==> config.mk <==
export PLATFORM = sky130hd
export DESIGN_NAME = trig_cell
export DESIGN_NICKNAME = d
export VERILOG_FILES = /design/src/rtl/trig_cell_pkg.sv /design/src/rtl/trig_edge_detect.sv /design/src/rtl/trig_action_decode.sv /design/src/rtl/trig_cell.sv
export SDC_FILE = /design/constraint.sdc
export NUM_CORES = 1
export LEC_CHECK = 0
export ABC_CLOCK_PERIOD_IN_PS = 900
export BUFFER_PORTS_ARGS = -buffer_cell sky130_fd_sc_hd__buf_2
export CAP_MARGIN = 20
export CORE_AREA = 2 2 39 41
export CTS_BUF_LIST = sky130_fd_sc_hd__clkbuf_8 sky130_fd_sc_hd__clkbuf_16
export CTS_CLUSTER_SIZE = 25
export DETAILED_ROUTE_END_ITERATION = 8
export DIE_AREA = 0 0 41 43
export HOLD_SLACK_MARGIN = 0.03
export PLACE_DENSITY = 0.48
export SYNTH_ARGS = -nofsm -noshare
export SYNTH_HDL_FRONTEND = slang
export SYNTH_HIERARCHICAL = 1
export SYNTH_SLANG_ARGS = --single-unit
==> constraint.sdc <==
create_clock -name clk -period 0.9 [get_ports clk]
set_input_delay 0.045 -clock clk [delete_from_list [all_inputs] [get_ports clk]]
set_output_delay 0.045 -clock clk [all_outputs]
set_load 0.01 [all_outputs]
==> src/rtl/trig_cell_pkg.sv <==
`timescale 1ns/1ps
package trig_cell_pkg;

    typedef enum logic {
        ST_CLEAR = 1'b0,
        ST_SET   = 1'b1
    } cell_state_e;

    typedef enum logic [1:0] {
        ACT_HOLD   = 2'd0,
        ACT_SET    = 2'd1,
        ACT_CLEAR  = 2'd2,
        ACT_TOGGLE = 2'd3
    } cell_act_e;

    localparam int SIDE_SET = 0;
    localparam int SIDE_CLR = 1;
    localparam int NUM_SIDES = 2;

endpackage

==> src/rtl/trig_edge_detect.sv <==
`timescale 1ns/1ps
module trig_edge_detect #(
    parameter int SYNC_STAGES = 2
) (
    input  logic clk,
    input  logic rst,
    input  logic trig,
    output logic rise
);
    localparam int PIPE_W = SYNC_STAGES + 1;

    // pipe[SYNC_STAGES-1] is the synchronized sample, pipe[SYNC_STAGES] the previous one
    logic [PIPE_W-1:0] pipe;

    always_ff @(posedge clk) begin
        if (rst) begin
            pipe <= '0;
        end else begin
            pipe <= {pipe[PIPE_W-2:0], trig};
        end
    end

    assign rise = pipe[SYNC_STAGES-1] & ~pipe[SYNC_STAGES];

    // A detected edge lasts a single cycle
    assert_rise_single_R8: assert property (@(posedge clk) disable iff (rst)
        rise |=> !rise);

endmodule

==> src/rtl/trig_action_decode.sv <==
`timescale 1ns/1ps
module trig_action_decode
    import trig_cell_pkg::*;
(
    input  logic                 mode_agree,
    input  logic [NUM_SIDES-1:0] side_rise,
    input  logic [NUM_SIDES-1:0] side_gate,
    input  logic                 agree_a,
    input  logic                 agree_b,
    output cell_act_e            act
);
    logic [NUM_SIDES-1:0] side_fire;

    assign side_fire = side_rise & side_gate;

    always_comb begin
        act = ACT_HOLD;
        unique case (mode_agree)
            1'b1: begin
                if (agree_a && agree_b) begin
                    act = ACT_SET;
                end else if (!agree_a && !agree_b) begin
                    act = ACT_CLEAR;
                end
            end
            1'b0: begin
                unique case (side_fire)
                    2'b11:   act = ACT_TOGGLE;
                    2'b01:   act = ACT_SET;
                    2'b10:   act = ACT_CLEAR;
                    default: act = ACT_HOLD;
                endcase
            end
        endcase
    end

endmodule

==> src/rtl/trig_cell.sv <==
`timescale 1ns/1ps
module trig_cell
    import trig_cell_pkg::*;
#(
    parameter int SYNC_STAGES = 2
) (
    input  logic clk,
    input  logic rst,
    input  logic mode_agree,
    input  logic set_trig,
    input  logic set_gate,
    input  logic clr_trig,
    input  logic clr_gate,
    input  logic agree_a,
    input  logic agree_b,
    input  logic force_set,
    input  logic force_clr,
    output logic q,
    output logic q_n
);
    logic [NUM_SIDES-1:0] side_trig;
    logic [NUM_SIDES-1:0] side_gate;
    logic [NUM_SIDES-1:0] side_rise;
    cell_act_e            act;
    cell_state_e          state_q;
    logic                 forcing;

    assign side_trig[SIDE_SET] = set_trig;
    assign side_trig[SIDE_CLR] = clr_trig;
    assign side_gate[SIDE_SET] = set_gate;
    assign side_gate[SIDE_CLR] = clr_gate;
    assign forcing = force_set | force_clr;

    for (genvar s = 0; s < NUM_SIDES; s++) begin : g_side
        trig_edge_detect #(
            .SYNC_STAGES(SYNC_STAGES)
        ) u_edge (
            .clk  (clk),
            .rst  (rst),
            .trig (side_trig[s]),
            .rise (side_rise[s])
        );
    end

    trig_action_decode u_decode (
        .mode_agree (mode_agree),
        .side_rise  (side_rise),
        .side_gate  (side_gate),
        .agree_a    (agree_a),
        .agree_b    (agree_b),
        .act        (act)
    );

    // State register: RESET, FORCE_LO/HI, then edge or agreement transitions
    always_ff @(posedge clk) begin
        if (rst) begin
            state_q <= ST_CLEAR;
        end else if (force_clr) begin
            state_q <= ST_CLEAR;
        end else if (force_set) begin
            state_q <= ST_SET;
        end else begin
            unique case (state_q)
                ST_CLEAR: begin
                    if (act == ACT_SET || act == ACT_TOGGLE) begin
                        state_q <= ST_SET;
                    end
                end
                ST_SET: begin
                    if (act == ACT_CLEAR || act == ACT_TOGGLE) begin
                        state_q <= ST_CLEAR;
                    end
                end
            endcase
        end
    end

    // Output process: level forces override the stored bit at once
    always_comb begin
        if (force_clr) begin
            q = 1'b0;
        end else if (force_set) begin
            q = 1'b1;
        end else begin
            q = (state_q == ST_SET);
        end
        q_n = ~q;
    end

    assert_set_edge_R1: assert property (@(posedge clk) disable iff (rst)
        (!forcing && !mode_agree && side_rise[SIDE_SET] && set_gate
         && !(side_rise[SIDE_CLR] && clr_gate)) |=> (state_q == ST_SET));

    assert_clr_edge_R2: assert property (@(posedge clk) disable iff (rst)
        (!forcing && !mode_agree && side_rise[SIDE_CLR] && clr_gate
         && !(side_rise[SIDE_SET] && set_gate)) |=> (state_q == ST_CLEAR));

    assert_unqualified_hold_R3: assert property (@(posedge clk) disable iff (rst)
        (!forcing && !mode_agree && !(side_rise[SIDE_SET] && set_gate)
         && !(side_rise[SIDE_CLR] && clr_gate)) |=> $stable(state_q));

    assert_toggle_R4: assert property (@(posedge clk) disable iff (rst)
        (!forcing && !mode_agree && side_rise[SIDE_SET] && set_gate
         && side_rise[SIDE_CLR] && clr_gate) |=> (state_q != $past(state_q)));

    assert_force_load_R5: assert property (@(posedge clk) disable iff (rst)
        (force_set && !force_clr) |=> (state_q == ST_SET));

    assert_force_clr_dom_R6: assert property (@(posedge clk) disable iff (rst)
        force_clr |=> (state_q == ST_CLEAR));

    assert_agree_follow_R7: assert property (@(posedge clk) disable iff (rst)
        (!forcing && mode_agree && (agree_a == agree_b))
        |=> ((state_q == ST_SET) == $past(agree_a)));

    assert_agree_skew_hold_R7: assert property (@(posedge clk) disable iff (rst)
        (!forcing && mode_agree && (agree_a != agree_b)) |=> $stable(state_q));

endmodule

# Yosys cells after proc, flatten, opt, wreduce, memory -nomap -nowiden
# Index checks and enable logic that the tools add are counted.
[word_totals]
reg_bits = 7
inputBits = 11
output_inout_bits = 2
word_cells = 34
[op_classes]
n_eq_ne = 6
mux = 10
n_bitwise = 8
n_reduce_logical = 7
[ops]
columns = ["cell", "count"]
rows = [
  ["2-bit == test, second input constant", 4],
  ["2-bit case mux with 3 select lines", 1],
  ["1-bit 2-to-1 mux", 5],
  ["1-bit inverter", 5],
  ["2-bit by 1-bit == test with 1-bit output, second input constant", 2],
  ["2-bit 2-to-1 mux", 2],
  ["2-bit case mux with 2 select lines", 1],
  ["1-bit AND", 2],
  ["2-bit AND", 1],
  ["1-bit logical AND", 2],
  ["1-bit logical NOT", 2],
  ["1-bit logical OR", 2],
  ["1-bit case mux with 2 select lines", 1],
  ["2-bit OR reduction", 1],
]

# Logic depth before layout (Yosys ltp)
# Gate-level depths: netlist of the first run.
[logic_depth]
depth_word = 11
depth_mapped = 5

# Hierarchy
# The synthesis of the first run kept the hierarchy.
[modules_own_cells]
columns = ["mod", "n_inst", "cells_per_inst", "area_each_um2", "seq_area_each_um2"]
rows = [
  ["trig_edge_detect", 2, 7, 87.6, 60.1],
  ["trig_cell", 1, 8, 58.8, 20.0],
  ["trig_action_decode", 1, 6, 30.0, 0.0],
]

# Least setup slack after synthesis of the first run
# OpenSTA, ideal clock, no wires.
[synth_path]
path_type = "reg-to-reg"
from = "register g_side[1].u_edge.pipe[1]"
to = "register state_q"
setup_time_ns = 0.120
arrival_ns = 0.869
required_time_ns = 0.780
setup_slack_ns = -0.089
path_stages_with_launch = 6
n_path_buf = 0
period_less_slack_ns = 0.989
cell_sequence = "dfxtp_1 nor2b_2 nand2_1 o22ai_1 nor2b_1 o31a_1"
[synth_via]
elab_chain_cells = 10
elab_cells_between_ends = 16
[synth_lines]
columns = ["element", "line_no", "source"]
rows = [
  ["start: declaration", "trig_edge_detect.sv:13", "logic [PIPE_W-1:0] pipe;"],
  ["start signal: assignment", "trig_edge_detect.sv:19", "pipe <= {pipe[PIPE_W-2:0], trig};"],
  ["1-bit AND (*)", "trig_edge_detect.sv:23", "assign rise = pipe[SYNC_STAGES-1] & ~pipe[SYNC_STAGES];"],
  ["net side_rise[1]", "trig_cell.sv:23", "logic [NUM_SIDES-1:0] side_rise;"],
  ["2-bit AND (*)", "trig_action_decode.sv:14", "assign side_fire = side_rise & side_gate;"],
  ["2-bit == test or 2-bit by 1-bit == test with 1-bit output (tied branches)", "trig_action_decode.sv:27", "unique case (side_fire)"],
  ["2-bit case mux with 3 select lines (*)", "trig_action_decode.sv:27", ""],
  ["2-bit case mux with 2 select lines (*)", "trig_action_decode.sv:18", "unique case (mode_agree)"],
  ["net act[1]", "trig_cell.sv:24", "cell_act_e act;"],
  ["2-bit == test (tied with other cells)", "trig_cell.sv:70", "if (act == ACT_CLEAR || act == ACT_TOGGLE) begin"],
  ["1-bit logical OR (on tied branches)", "trig_cell.sv:70, trig_cell.sv:65", ""],
  ["1-bit 2-to-1 mux (on tied branches)", "trig_cell.sv:70, trig_cell.sv:65", ""],
  ["1-bit case mux with 2 select lines (*)", "trig_cell.sv:63", "unique case (state_q)"],
  ["1-bit 2-to-1 mux (*)", "trig_cell.sv:60", "end else if (force_set) begin"],
  ["end signal: assignment", "trig_cell.sv:59", "state_q <= ST_CLEAR;"],
  ["end signal: assignment", "trig_cell.sv:61", "state_q <= ST_SET;"],
  ["end signal: assignment", "trig_cell.sv:71", "state_q <= ST_CLEAR;"],
  ["end: declaration", "trig_cell.sv:25", "cell_state_e state_q;"],
]
# The timed path passes the listed nets; every way through them passes the cells marked *.
# A chain may end at the register's enable or synchronous reset.

# Worst setup path after layout of the first run
[layout_path]
from = "register g_side[0].u_edge.pipe[1]"
to = "register state_q"
[layout_via]
elab_chain_cells = 10
elab_cells_between_ends = 16
[layout_lines]
columns = ["element", "line_no"]
rows = [
  ["start: declaration", "trig_edge_detect.sv:13"],
  ["start signal: assignment", "trig_edge_detect.sv:19"],
  ["1-bit AND (*)", "trig_edge_detect.sv:23"],
  ["net side_rise[0]", "trig_cell.sv:23"],
  ["2-bit AND (*)", "trig_action_decode.sv:14"],
  ["2-bit == test or 2-bit by 1-bit == test with 1-bit output (tied branches)", "trig_action_decode.sv:27"],
  ["2-bit case mux with 3 select lines (*)", "trig_action_decode.sv:27"],
  ["2-bit case mux with 2 select lines (*)", "trig_action_decode.sv:18"],
  ["net act[0]", "trig_cell.sv:24"],
  ["2-bit == test (tied with other cells)", "trig_cell.sv:70"],
  ["1-bit logical OR (on tied branches)", "trig_cell.sv:70, trig_cell.sv:65"],
  ["1-bit 2-to-1 mux (on tied branches)", "trig_cell.sv:70, trig_cell.sv:65"],
  ["1-bit case mux with 2 select lines (*)", "trig_cell.sv:63"],
  ["1-bit 2-to-1 mux (*)", "trig_cell.sv:60"],
]
# Marks and branches as above.

==> flow_summary_export.csv, run 1 <==
group,metric,value,unit
floorplanning,die_width,41,um
critical_path,criticalPathCategory,"reg -> reg",
critical_path,path_cells,"nor2b_4 -> nand2_2 -> o21ai_2 -> nor2b_1 -> o31a_1",
power,peakVddDrop,0.000743,V
finish,antenna_cells,0,
floorplanning,row_count,14,
synth,yosysWarnings,6,
critical_path,startpoint_type,"flop",
finish,postLayoutCoreUtil,33.0,%
floorplanning,core,0.00138,mm^2
floorplanning,die_height,43,um
synth,ys_seq_area_share,53.1,%
sta,fmax,988,MHz
global_routing,grt_pass1_vias,203,
clocking,cts_tree,"yes",
clocking,h-tree-depth,1,
global_routing,grt_pass1_wl,752,um
power,p_total,853,uW
placement,gp_congestion,0.556,
sta,slew_viol_final,0,
clocking,clkTransAtPathRegs,40,ps
sta,setup_violations,2,
finish,nets,59,
sta,rsz0062_at_grt,"yes",
routing,first_iter_violations,1,
global_routing,gr-total-overflow,0,
sta,hold_viol_final,0,
critical_path,worstRegToRegCells,5,
floorplanning,io_pins,13,
critical_path,rr_startpoint,"g_side[0].u_edge/pipe[1]$_SDFF_PP0_",
clocking,cts_buffers,3,
synth,synth.cell_area,264,um^2
synth,synth-seq-cells,7,
critical_path,cp.arrival,1130,ps
finish,area_growth,73.0,%
global_routing,antenna_found_initial,0,
floorplanning,initial_core_util,19.1,%
power,powerDensity,1870,mW/mm^2
sta,finalClockSkew,2.25,ps
placement,dp_slack,-145,ps
finish,layout_commonest_cell,"buf_2",
finish,seq_area,144,um^2
finish,layout-drive-gt1-share,57.4,%
critical_path,cpPeakStageDelay,310,ps
power,p_seq_share,38.9,%
synth,synth.avg_cell_area,9.43,um^2
routing,dr.pass1.iters,2,
sta,fin_crit_sh,112,%
critical_path,critPathRequiredTime,1010,ps
clocking,clock_latency,230,ps
placement,io_buffer_count,12,
sta,tightestPinTransition,134,ps
finish,multi_input_area,154,um^2
routing,detail-route-antenna-nets,0,
critical_path,r2r_setup_slack,-110,ps
synth,syn_nets,39,
sta,max-slew-margin-rel,91.1,%
critical_path,worst_path_max_delay_cell,"dfxtp_2",
synth,synth_cell_type_count,11,
job,cap_violations,0,
worst_hold_path,min_path_type,"in -> reg",
critical_path,crit_path_start,"g_side[0].u_edge/pipe[1]$_SDFF_PP0_",
power,p_sw,175,uW
floorplanning,dieArea,0.00176,mm^2
synth,postSynthCellCount,28,
finish,mostFrequentLayoutCells,"11 x buf_2, 8 x nor2b_1, 4 x dfxtp_1, 3 x clkbuf_8, 3 x dfxtp_2",
global_routing,grt_util_all_layers,7.25,%
finish,fillers,146,
critical_path,r2r_end,"state_q$_SDFF_PP0_",
global_routing,grt_max_degree,8,
power,p_leak,0.000203,uW
routing,via_per_inst,3.89,
clocking,cts_root_buf,"clkbuf_8",
sta,setup_slack,-112,ps
routing,dr_total_vias,245,
power,power_frac_comb,11.0,%
clocking,clock_sinks,7,
power,power_frac_clock,50.2,%
routing,wl_per_cell,8.75,um
routing,drcViolationCount,0,
outcome,status,"finished with violations",
clocking,cts_buffer_depth,2,
worst_hold_path,hold_start,"rst",
sta,fin_tns_setup,-183,ps
power,power.share.switching,20.5,%
outcome,violations,"negative setup slack",
worst_hold_path,worstHoldPathCells,2,
sta,period_needed,1010,ps
critical_path,path_max_fanout,2,
worst_hold_path,whs_endpoint,"g_side[0].u_edge/pipe[1]$_SDFF_PP0_",
power,intPower,678,uW
critical_path,setup.worst_path.end_class,"flop",
routing,routed_wl,551,um
[how the worst max path moves through the flow]
stage	slack, ps	endpoint	cells past startpoint
final	-110	state_q$_SDFF_PP0_	5
after global routing	-170	state_q$_SDFF_PP0_	5
after CTS	-130	state_q$_SDFF_PP0_	5
after detailed placement	-150	state_q$_SDFF_PP0_	5
after global placement	-150	state_q$_SDFF_PP0_	5
after floorplan	-70	state_q$_SDFF_PP0_	5
[kinds of logic (layout without fill, tap and decap cells)]
| group | after synthesis | after routing | share of synthesized area, % |
|---|---|---|---|
| buffers and inverters | 0 | 19 | 0 |
| AO/OA/AOI/OAI | 3 | 3 | 7.58 |
| flip-flops | 7 | 7 | 53.1 |
| AND/OR/NAND/NOR | 18 | 18 | 39.3 |
[cells in the mapped netlist]
cell      count  area, um^2
nor2_1        3        11.3
or2_2         1        6.26
nand2_1       2        7.51
nor2b_1       8        50.1
o22ai_1       1        6.26
nor2b_2       2        17.5
o31a_1        1        8.76
nand3_1       1        5.00
o21ai_0       1        5.00
nand2b_1      1        6.26
dfxtp_1       7         140
[metal layers]
| metal | GRT usage, % | vias to the layer above | wire (um) | share of wire [%] |
|---|---|---|---|---|
| met1 | 7.47 | 101 | 255 | 46 |
| met2 | 8.75 | 15 | 210 | 38 |
| met5 | 0 | - | 0 | 0 |
| li1 | - | 127 | - | - |
| met4 | 10.0 | 0 | 14 | 2.5 |
| met3 | 3.14 | 2 | 70 | 13 |
[critical path: cells and delay by family, from the launching register on]
family	cells	cell delay, ps
and+or+nand+nor	3	280
AOI/OAI and AO/OA	2	310
DFF	1	310
[layout make-up]
| type | count | share of cell area, % |
|---|---|---|
| Timing Repair Buffer | 15 | 20.5 |
| Clock buffer | 3 | 9.04 |
| Tap cell | 16 | 4.38 |
| Multi-Input combinational cell | 21 | 33.7 |
| Sequential cell | 7 | 31.5 |
| Clock inverter | 1 | 0.822 |
[sequential cells by signal (all words and copies together), names as in the netlist]
signal and cells:
state_q 1, g_side.u_edge/pipe 6
[repair_timing]
item,4_1_cts,5_1_grt
setup buffers,1,0
endpoints found under the setup margin,2,3
gates resized for setup,9,4
pin swaps,5,2
hold endpoints to repair,2,0
hold buffers,2,0
[power by group through the flow]
stage,logic (uW),clock network [uW],registers (uW)
CTS,87.1,445,332
finish,93.5,428,332
detailed placement,66.6,0,334
global route,103,467,333
global placement,66.8,0,334
floorplan,30.8,0,333
[stage by stage]
stage,cells,instance area [um^2],hold WS [ps]
detailed placement,56,344,262
global route,63,457,78.7
CTS,63,442,62.9
global placement,56,344,256
finish,63,457,68.0
floorplan,28,264,117
(Power assumes the default switching activity.)
==> run 2, diff against run 1 <==
Settings changed: SKIP_CTS_REPAIR_TIMING set to 1.
==> run 2 against run 1 <==
The run still ends with negative setup slack left; critical path type unchanged; largest power group unchanged; clock skew hardly changed; global-route usage is 0.20 points lower; sequential cell count stayed put; non-clock buffer count is 2 lower.
==> flow_summary_export.csv, run 2 (synthesis results as in run 1) <==
group,metric,value,unit
outcome,status,"finished with violations",
outcome,violations,"negative setup slack",
worst_hold_path,min_path_type,"in -> reg",
clocking,clock_latency,230,ps
clocking,cts_buffer_depth,2,
floorplanning,dieArea,0.00176,mm^2
global_routing,grt_pass1_vias,200,
clocking,cts_root_buf,"clkbuf_8",
sta,period_needed,1020,ps
routing,dr.pass1.iters,2,
finish,layout-drive-gt1-share,57.8,%
finish,layout_commonest_cell,"buf_2",
power,p_leak,0.000193,uW
sta,max-slew-margin-rel,91.7,%
sta,fmax,981,MHz
floorplanning,initial_core_util,19.1,%
sta,finalClockSkew,2.74,ps
clocking,cts_buffers,3,
routing,dr_total_vias,243,
global_routing,grt_pass1_wl,731,um
sta,hold_viol_final,0,
routing,via_per_inst,3.98,
floorplanning,io_pins,13,
finish,regMostFlops,"g_side.u_edge/pipe",
sta,slew_viol_final,0,
finish,mostFrequentLayoutCells,"11 x buf_2, 8 x nor2b_1, 4 x dfxtp_1, 3 x clkbuf_8, 3 x dfxtp_2",
placement,io_buffer_count,12,
routing,detail-route-antenna-nets,0,
clocking,h-tree-depth,1,
critical_path,criticalPathCategory,"reg -> reg",
finish,antenna_cells,0,
critical_path,setup.worst_path.end_class,"flop",
placement,gp_congestion,0.556,
clocking,cts_tree,"yes",
sta,timing.hold.ws,25.9,ps
finish,area_growth,66.4,%
finish,final_cell_area,439,um^2
critical_path,critPathRequiredTime,1010,ps
routing,routed_wl,511,um
critical_path,r2r_setup_slack,-120,ps
sta,tightestPinTransition,124,ps
critical_path,path_max_fanout,2,
finish,nets,57,
global_routing,antenna_found_initial,0,
placement,placed_area,344,um^2
floorplanning,core,0.00138,mm^2
routing,first_iter_violations,1,
finish,fillers,149,
floorplanning,die_width,41,um
clocking,clkTransAtPathRegs,40,ps
routing,wl_per_cell,8.38,um
finish,largest_register_ff_count,6,
sta,setup_slack,-119,ps
job,cap_violations,0,
floorplanning,row_count,14,
floorplanning,die_height,43,um
power,powerDensity,1920,mW/mm^2
global_routing,grt_util_all_layers,7.05,%
finish,largestRegisters,"g_side.u_edge/pipe (6), state_q (1)",
critical_path,startpoint_type,"flop",
critical_path,cp.arrival,1130,ps
clocking,clock_sinks,7,
sta,fin_tns_setup,-197,ps
sta,rsz0062_at_grt,"yes",
global_routing,gr-total-overflow,0,
power,peakVddDrop,0.000736,V
sta,setup_violations,2,
sta,fin_crit_sh,113,%
global_routing,grt_max_degree,8,
routing,drcViolationCount,0,
## run 2: metal layers
layer / vias to the layer above / global-route usage [%] / wire [um]
li1: 123 / - / -
met1: 103 / 7.47 / 236
met2: 15 / 8.13 / 189
met3: 2 / 3.14 / 71
met4: 0 / 10.0 / 14
met5: - / 0 / 0
## run 2: worst paths after layout
path                                             from                                  end  cells after the start
hold / removal                               set_trig  g_side[0].u_edge/pipe[0]$_SDFF_PP0_                      2
hold reg to reg   g_side[1].u_edge/pipe[0]$_SDFF_PP0_  g_side[1].u_edge/pipe[1]$_SDFF_PP0_                      1
setup / recovery  g_side[0].u_edge/pipe[1]$_SDFF_PP0_                   state_q$_SDFF_PP0_                      5
setup reg to reg  g_side[0].u_edge/pipe[1]$_SDFF_PP0_                   state_q$_SDFF_PP0_                      5
## run 2: through the flow
step | power (uW) | util (%) | cells | setup slack (ps)
6_report | 845 | 31.7 | 61 | -119
5_1_grt | 896 | 31.7 | 61 | -176
4_1_cts | 841 | 28.1 | 60 | -161
3_5_place_dp | 401 | 24.9 | 56 | -145
3_3_place_gp | 401 | 24.9 | 56 | -148
2_1_floorplan | 364 | - | 28 | -71.3
## run 2: where the power goes
part           switching [uW]  internal, uW  leakage (uW)
clock                     133           294     0.0000269
combinational            34.2          51.7      0.000107
sequential               5.84           326     0.0000588
## run 2: final cells by class
| class | count | area (um^2) | area share (%) |
|---|---|---|---|
| Tap cell | 16 | 20.0 | 4.56 |
| Multi-Input combinational cell | 21 | 154 | 35.0 |
| Sequential cell | 7 | 144 | 32.8 |
| Clock inverter | 1 | 3.75 | 0.855 |
| Clock buffer | 3 | 41.3 | 9.40 |
| Timing Repair Buffer | 13 | 76.3 | 17.4 |
## run 2: worst max-delay path, stage by stage (launching register included)
cell     delay (ps)
dfxtp_2         310
nor2b_4         110
nand2_2          50
o21ai_2          50
nor2b_1         120
o31a_1          260
==> run 3, diff against run 2 <==
==> constraint.sdc (replaced) <==
create_clock -name clk -period 0.9 [get_ports clk]
set_input_delay 0.045 -clock clk [delete_from_list [all_inputs] [get_ports clk]]
set_output_delay 0.045 -clock clk [all_outputs]
set_load 0.1 [all_outputs]
==> run 3 against run 2 <==
The flow still finishes with violations (negative setup slack); worst hold slack improved by 4.3 ps; die area did not move; total power up 6.5%; wire length up 6.5%; design area grew 3.7%; setup slack worse by 52 ps; via count down 3.3%; clock-buffer cell count did not move; first-iteration DRC count did not move; critical path depth is 2 lower.
==> flow_summary_export.csv, run 3 (synthesis results as in run 1) <==
group,metric,value,unit
outcome,status,"finished with violations",
outcome,violations,"negative setup slack",
floorplanning,die_width,41,um
clocking,cts_buffers,3,
placement,placed_area,384,um^2
floorplanning,initial_core_util,19.1,%
worst_hold_path,min_path_type,"in -> reg",
sta,setup_slack,-171,ps
critical_path,startpoint_type,"flop",
global_routing,grt_max_degree,8,
global_routing,antenna_found_initial,0,
critical_path,worst_path_max_delay_cell,"dfxtp_4",
sta,max-slew-margin-rel,90.9,%
routing,first_iter_violations,1,
routing,routed_wl,544,um
clocking,clock_sinks,7,
sta,rsz0062_at_grt,"yes",
finish,layout_commonest_cell,"buf_2",
critical_path,worstRegToRegCells,5,
finish,final_cell_count_no_fill,60,
placement,placed_cells,56,
routing,via_per_inst,3.92,
critical_path,crit_path_start,"state_q$_SDFF_PP0_",
finish,nets,56,
finish,area_growth,72.5,%
critical_path,crit_cells,3,
job,cap_violations,0,
routing,dr.pass1.iters,2,
clocking,cts_buffer_depth,2,
clocking,h-tree-depth,1,
finish,regMostFlops,"g_side.u_edge/pipe",
critical_path,critPathCapture,"q_n",
global_routing,grt_pass1_wl,807,um
critical_path,cpPeakStageDelay,360,ps
routing,wl_per_cell,9.07,um
sta,setup_violations,3,
critical_path,r2r_end,"state_q$_SDFF_PP0_",
finish,postLayoutCoreUtil,32.9,%
critical_path,r2r_setup_slack,-140,ps
routing,drcViolationCount,0,
placement,gp_congestion,0.587,
critical_path,criticalPathCategory,"reg -> out",
sta,hold_viol_final,0,
global_routing,grt_pass1_vias,210,
routing,dr_total_vias,235,
finish,largest_register_ff_count,6,
floorplanning,core,0.00138,mm^2
critical_path,cp.arrival,1030,ps
power,p_leak,0.000195,uW
sta,fmax,934,MHz
clocking,cts_tree,"yes",
critical_path,crit_buf_inv,1,
power,peakVddDrop,0.000730,V
floorplanning,row_count,14,
finish,final_cell_area,455,um^2
finish,largestRegisters,"g_side.u_edge/pipe (6), state_q (1)",
clocking,clkTransAtPathRegs,40,ps
floorplanning,dieArea,0.00176,mm^2
critical_path,critPathRequiredTime,850,ps
sta,finalClockSkew,0.271,ps
sta,tightestPinTransition,136,ps
clocking,cts_root_buf,"clkbuf_8",
floorplanning,io_pins,13,
clocking,clock_latency,220,ps
critical_path,path_max_fanout,3,
finish,antenna_cells,0,
power,powerDensity,1980,mW/mm^2
finish,layout-drive-gt1-share,54.5,%
routing,detail-route-antenna-nets,0,
global_routing,grt_util_all_layers,7.85,%
sta,period_needed,1070,ps
placement,io_buffer_count,12,
power,p_total,900,uW
global_routing,gr-total-overflow,0,
sta,slew_viol_final,0,
sta,fin_crit_sh,119,%
critical_path,setup.worst_path.end_class,"output pin",
floorplanning,die_height,43,um
finish,mostFrequentLayoutCells,"10 x buf_2, 7 x nor2b_1, 4 x dfxtp_1, 3 x clkbuf_8",
critical_path,path_cells,"nor2_4 -> or2_4 -> buf_12",
critical_path,crit_family,"flip-flops",
critical_path,rr_startpoint,"g_side[0].u_edge/pipe[1]$_SDFF_PP0_",
run 3: final cells by class:
type                    count  area [um^2]
flip-flops and latches      7          146
fillers                   145          928
multi-input cells          21          154
clock buffers               3         41.3
clock inverters             1         3.75
well taps                  16         20.0
repair buffers             12         90.1
run 3: worst min-delay path by stage:
| stage | from | end | slack [ps] | cells after the start |
|---|---|---|---|---|
| 2_1_floorplan | rst | g_side[0].u_edge/pipe[0]$_SDFF_PP0_ | 120 | 1 |
| 3_3_place_gp | set_trig | g_side[0].u_edge/pipe[0]$_SDFF_PP0_ | 260 | 2 |
| 3_5_place_dp | clr_trig | g_side[1].u_edge/pipe[0]$_SDFF_PP0_ | 260 | 2 |
| 4_1_cts | clr_trig | g_side[1].u_edge/pipe[0]$_SDFF_PP0_ | 30 | 2 |
| 5_1_grt | clr_trig | g_side[1].u_edge/pipe[0]$_SDFF_PP0_ | 40 | 2 |
| 6_report | set_trig | g_side[0].u_edge/pipe[0]$_SDFF_PP0_ | 30 | 2 |
run 3: worst register-to-register path: stages, from the launching register on:
cell	delay [ps]
dfxtp_2	310
nor2b_4	110
nand2_1	50
o21ai_1	50
nor2b_2	150
o31a_1	260
run 3: stage by stage:
step | hold slack (ps) | TNS, ps | setup WS [ps]
finish | 30.1 | -356 | -171
global route | 36.0 | -490 | -205
CTS | 27.5 | -586 | -274
detailed placement | 262 | -158 | -130
global placement | 257 | -143 | -116
floorplan | 117 | -79.1 | -71.3
run 3: layer usage:
layer / vias to the layer above / GRT usage [%] / share of wire [%]
met1: 96 / 7.14 / 38
met2: 16 / 10.0 / 44
li1: 121 / - / -
met4: 0 / 6.00 / 1.8
met3: 2 / 7.85 / 16
met5: - / 0 / 0
run 3: power by group:
group          internal [uW]  switching [uW]  total [uW]
clock                    294             130         424
sequential               325            7.45         332
combinational           65.3            78.1         143
total                    684             216         900
